[src/rtl/dma_ovr_pkg.sv]
package dma_ovr_pkg;
  localparam int TYPE_W = 3;

  localparam logic [1:0] KIND_OTHER = 2'd0;
  localparam logic [1:0] KIND_STORE = 2'd1;
  localparam logic [1:0] KIND_LOAD  = 2'd2;
  localparam logic [1:0] KIND_WAIT  = 2'd3;

  localparam logic [1:0] ROUTE_NORMAL = 2'd0;
  localparam logic [1:0] ROUTE_CREG   = 2'd1;
  localparam logic [1:0] ROUTE_STREAM = 2'd2;
  localparam logic [1:0] ROUTE_RSVD   = 2'd3;

  localparam logic [TYPE_W-1:0] OVR_CREG   = 3'd0;
  localparam logic [TYPE_W-1:0] OVR_STREAM = 3'd1;
endpackage

[src/rtl/dma_ovr_latch.sv]
module dma_ovr_latch
  import dma_ovr_pkg::*;
#(
  parameter int CNT_W = 5,
  localparam int CMD_W = TYPE_W + CNT_W
) (
  input  logic              clk,
  input  logic              rst,
  input  logic              cmd_valid,
  input  logic [CMD_W-1:0]  cmd_byte,
  input  logic              dma_strobe,
  output logic [TYPE_W-1:0] ovr_type,
  output logic              ovr_active
);
  logic [CNT_W-1:0] remain_q;

  assign ovr_active = (remain_q != '0);

  always_ff @(posedge clk) begin
    if (rst) begin
      remain_q <= '0;
      ovr_type <= '0;
    end else if (cmd_valid) begin
      ovr_type <= cmd_byte[CMD_W-1 -: TYPE_W];
      remain_q <= cmd_byte[CNT_W-1:0];
    end else if (dma_strobe && ovr_active) begin
      remain_q <= remain_q - 1'b1;
    end
  end
endmodule

[src/rtl/dma_ovr_route.sv]
module dma_ovr_route
  import dma_ovr_pkg::*;
#(
  parameter int LEN_W = 16,
  parameter int IDX_W = 3
) (
  input  logic              ovr_active,
  input  logic [TYPE_W-1:0] ovr_type,
  input  logic [1:0]        kind,
  input  logic [LEN_W-1:0]  len,
  output logic [1:0]        route,
  output logic [IDX_W-1:0]  creg_idx
);
  always_comb begin
    route    = ROUTE_NORMAL;
    creg_idx = '0;
    if (ovr_active && kind != KIND_OTHER) begin
      unique case (ovr_type)
        OVR_CREG: begin
          route = ROUTE_CREG;
          if (kind != KIND_WAIT) creg_idx = len[IDX_W-1:0];
        end
        OVR_STREAM: route = ROUTE_STREAM;
        default:    route = ROUTE_RSVD;
      endcase
    end
  end
endmodule

[src/rtl/dma_ovr_unit.sv]
module dma_ovr_unit
  import dma_ovr_pkg::*;
#(
  parameter int CNT_W = 5,
  parameter int LEN_W = 16,
  parameter int IDX_W = 3,
  localparam int CMD_W = TYPE_W + CNT_W
) (
  input  logic             clk,
  input  logic             rst,
  input  logic             cmd_valid,
  input  logic [CMD_W-1:0] cmd_byte,
  input  logic             instr_valid,
  input  logic [1:0]       instr_kind,
  input  logic [LEN_W-1:0] instr_len,
  output logic             out_valid,
  output logic [1:0]       out_kind,
  output logic [LEN_W-1:0] out_len,
  output logic [1:0]       out_route,
  output logic [IDX_W-1:0] out_creg_idx
);
  logic [TYPE_W-1:0] ovr_type;
  logic              ovr_active;
  logic              dma_strobe;
  logic [1:0]        route_c;
  logic [IDX_W-1:0]  idx_c;

  assign dma_strobe = instr_valid && (instr_kind != KIND_OTHER);

  dma_ovr_latch #(.CNT_W(CNT_W)) latch_i (
    .clk(clk), .rst(rst), .cmd_valid(cmd_valid), .cmd_byte(cmd_byte),
    .dma_strobe(dma_strobe), .ovr_type(ovr_type), .ovr_active(ovr_active)
  );

  dma_ovr_route #(.LEN_W(LEN_W), .IDX_W(IDX_W)) route_i (
    .ovr_active(ovr_active), .ovr_type(ovr_type), .kind(instr_kind),
    .len(instr_len), .route(route_c), .creg_idx(idx_c)
  );

  always_ff @(posedge clk) begin
    if (rst) begin
      out_valid    <= 1'b0;
      out_kind     <= KIND_OTHER;
      out_len      <= '0;
      out_route    <= ROUTE_NORMAL;
      out_creg_idx <= '0;
    end else begin
      out_valid    <= instr_valid;
      out_kind     <= instr_kind;
      out_len      <= instr_len;
      out_route    <= instr_valid ? route_c : ROUTE_NORMAL;
      out_creg_idx <= instr_valid ? idx_c : '0;
    end
  end
endmodule

[config.mk]
export PLATFORM = sky130hd
export DESIGN_NAME = dma_ovr_unit
export DESIGN_NICKNAME = d
export VERILOG_FILES = /design/src/rtl/dma_ovr_pkg.sv /design/src/rtl/dma_ovr_latch.sv /design/src/rtl/dma_ovr_route.sv /design/src/rtl/dma_ovr_unit.sv
export SDC_FILE = /design/constraint.sdc
export NUM_CORES = 1
export LEC_CHECK = 0
export BUFFER_PORTS_ARGS = -buffer_cell sky130_fd_sc_hd__buf_2
export CORE_AREA = 2 2 52 54
export DETAILED_ROUTE_END_ITERATION = 8
export DIE_AREA = 0 0 54 56
export GPL_TIMING_DRIVEN = 0
export PLACE_DENSITY_LB_ADDON = 0.08
export SYNTH_ARGS = -nofsm -noshare
export SYNTH_HDL_FRONTEND = slang
export SYNTH_SLANG_ARGS = --single-unit
[constraint.sdc]
create_clock -name clk -period 2.3 [get_ports clk]
set_input_delay 0.345 -clock clk [delete_from_list [all_inputs] [get_ports clk]]
set_output_delay 0.345 -clock clk [all_outputs]
set_load 0.005 [all_outputs]
==> results.ini <==
[yosys]
synth_area_per_cell_sq_um = 10.70
ys_types = 31
yosys.area.top_type_share_pct = 58.72
syn_area_sq_um = 1091
synth_most_common_cell = dfxtp_1
syn_nets = 133
ys_seq_area_share_pct = 58.72
synth_common_cells = 32 x dfxtp_1, 21 x nor2b_1, 8 x nor2_1
yosys_warnings = 0
synth_largest_area_cell = dfxtp_1
synth_area_leaders = dfxtp_1 59%, nor2b_1 12%, mux2i_1 2.8%, nor2_1 2.8%, o21ai_0 1.8%
ys_seq_elements = 32
synth-edff-count = 0
ys.flop_type = dfxtp_1
synth_cells = 102
async_reset_ff_share_pct = 0

[setup_path]
cpPeakStageDelay_ps = 520
crit_path_max_fanout = 4
worstRegToRegCells = 5
crit_chain = inv_1 -> ha_1 -> nor4b_1 -> or4_1 -> a311oi_2
criticalPathCategory = flip-flop to flip-flop
r2r_slack_ps = 660
cp_slowest_cell = or4_1
r2r-end = latch_i.remain_q[3]
cp_num_buf_inv = 1
end_kind = flip-flop
crit_required_ps = 2550
crit_family = simple AND/OR/NAND/NOR gates
arrival_ps = 1880
rr_startpoint = latch_i.remain_q[0]
critPathLaunchType = flip-flop

[clock_tree]
cts.path.max_buffers = 2
root_buffer = clkbuf_4
cts-resized-gates = 0
cts.clk_slew.worst_paths_ps = 100
cts_setup_buffers = 0
insertion_delay_ps = 320
htree_levels = 2
cts_inserted_buffers = 5
cts_sinks = 32
cts_hold_buf = 0
cts_tree = done

[power_and_ir_drop]
powerDensity_nw_per_um2 = 728.0
leakagePower_uw = 0.0006899
swShare_pct = 23.72
peakVddDrop_mv = 0.5250
combPwrFrac_pct = 12.2
p_int_uw = 803.9
clkPwrFrac_pct = 31.2
sequentialPowerShare_pct = 56.6
p_switching_uw = 250.0

[floorplan]
placeableCoreArea_sq_um = 2432
io_pins = 54
die_y_um = 56
die_area_sq_um = 3024
rows = 18
initial_core_util_pct = 44.86
die_width_um = 54

[placed_design]
port_buffers = 52
place_area_sq_um = 1389
placed_cells = 184
place_ws_ps = 679.9
dpl.hpwl_um = 1566
place.gp.congestion = 0.8216

[sta]
setup_slack_ps = 664.4
finalSetupTns_ps = 0
drv_slew = 0
finalCriticalPeriod_ps = 1636
max_freq_mhz = 611.4
max-slew-margin-rel_pct = 61.83
finClkSkew_ps = 7.640
finalHoldViolCount = 0
fin_crit_sh_pct = 71.11
rsz0062_at_grt = no
tightest_slew_ps = 564.5
finalSetupViolCount = 0

[global_route]
grt_max_degree = 11
grt_usage_pct = 15.38
grt_first_pass_wirelength_um = 3339
antenna_found_initial = 0
grt_pass1_vias = 824
grt_overflow = 0

[cells_and_area]
layout-drive-gt1-share_pct = 38.89
instances_no_fill = 192
stdcell_area_sq_um = 1448
antenna_cells = 0
fillers = 227
finalNetCount = 192
syn_to_final_growth_pct = 32.68

[routing]
viasPerCell = 4.615
drc_errors = 0
drtAntennaViolNets = 0
wl_um = 2102
drt-initial-drc-count = 5
vias = 886
wire_per_inst_um = 10.95
drtPass1Iterations = 3

[hold_path]
hp-class = primary input to flip-flop
hold_start = instr_len[13]
min_to = out_len[13]
hold_depth = 2

[status]
status = complete, no violations

[run]
maxCapViolations = 0

area by class of cell:
type	count	area, sq um	share of cell area, %
plain buffers	4	36.28	2.506
multi-input cells	63	402.9	27.83
flip-flops and latches	32	640.6	44.25
inverters	3	11.26	0.7779
well taps	30	37.54	2.593
repair buffers	52	260.3	17.98
clock buffers	8	58.81	4.062
how the worst max path moves through the flow:
| stage | start | endpoint | slack (ps) | cells past startpoint |
|---|---|---|---|---|
| after floorplan | latch_i.remain_q[0] | latch_i.remain_q[3] | 760 | 5 |
| after global placement | latch_i.remain_q[0] | latch_i.remain_q[3] | 710 | 5 |
| after detailed placement | latch_i.remain_q[0] | latch_i.remain_q[3] | 680 | 5 |
| after CTS | latch_i.remain_q[0] | latch_i.remain_q[3] | 670 | 5 |
| after global routing | latch_i.remain_q[0] | latch_i.remain_q[0] | 540 | 5 |
| final | latch_i.remain_q[0] | latch_i.remain_q[3] | 660 | 5 |
kinds of logic (layout without fill, tap and decap cells):
| family | Yosys count | after routing | share of synthesized area [%] |
|---|---|---|---|
| compound gates | 14 | 14 | 9.405 |
| flops | 32 | 32 | 58.72 |
| buf+inv | 7 | 67 | 4.357 |
| fa+ha+maj | 1 | 1 | 1.147 |
| mux | 3 | 3 | 2.752 |
| xor+xnor | 1 | 1 | 0.8029 |
| simple gates | 44 | 44 | 22.82 |
layer usage:
layer / up-vias / global-route usage, % / part of all wire (%)
met5: - / 0 / 0
met4: 0 / 6.429 / 1.9
met3: 5 / 8.602 / 10
met2: 34 / 25.26 / 46
met1: 384 / 15.55 / 42
li1: 463 / - / -
state kept, by name, summed over array words and instances (netlist names):
| signal | flops |
|---|---|
| out_len | 16 |
| latch_i.remain_q | 5 |
| latch_i.ovr_type | 3 |
| out_creg_idx | 3 |
| out_kind | 2 |
| out_route | 2 |
| out_valid | 1 |
power by group through the flow:
stage | logic (uW) | registers [uW] | clock network (uW)
floorplan | 68.1 | 612 | 0
global placement | 127 | 609 | 0
detailed placement | 129 | 609 | 0
CTS | 130 | 597 | 342
global route | 146 | 601 | 373
finish | 129 | 597 | 329
stage by stage:
stage                     power (uW)  hold slack (ps)  util [%]
after global placement         735.4            459.3     57.10
after floorplan                679.8            424.1         -
after global routing            1119            210.6     59.52
final                           1054            221.4     59.52
after CTS                       1069            205.7     59.52
after detailed placement       738.6            466.6     57.10
cells in the final DEF, fill, tap and decap left out, drive strengths merged:
cell / Yosys / layout
nor3: 2 / 2
nor2b: 21 / 21
o211ai: 1 / 1
a31oi: 1 / 1
ha: 1 / 1
o21a: 1 / 1
a311oi: 2 / 2
mux2i: 3 / 3
or4b: 1 / 1
nor3b: 1 / 1
a211oi: 1 / 1
o311ai: 1 / 1
inv: 3 / 3
a31o: 1 / 1
nand2: 4 / 4
o21ai: 4 / 4
clkbuf: 2 / 10
buf: 2 / 54
or3: 2 / 2
nand4: 1 / 1
xor2: 1 / 1
or4: 1 / 1
nand3: 2 / 2
o21bai: 1 / 1
dfxtp: 32 / 32
nor4b: 1 / 1
nor2: 8 / 8
a21oi: 1 / 1
worst reg2reg max path: cells and delay by family (launching register included):
kind / cells / cell delay, ps
and+or+nand+nor: 2 / 700
DFF: 1 / 350
AOI/OAI and AO/OA: 1 / 240
adders and majority gates: 1 / 210
buffers and inverters: 1 / 60
Note: power is estimated with default switching activity, not from simulation.
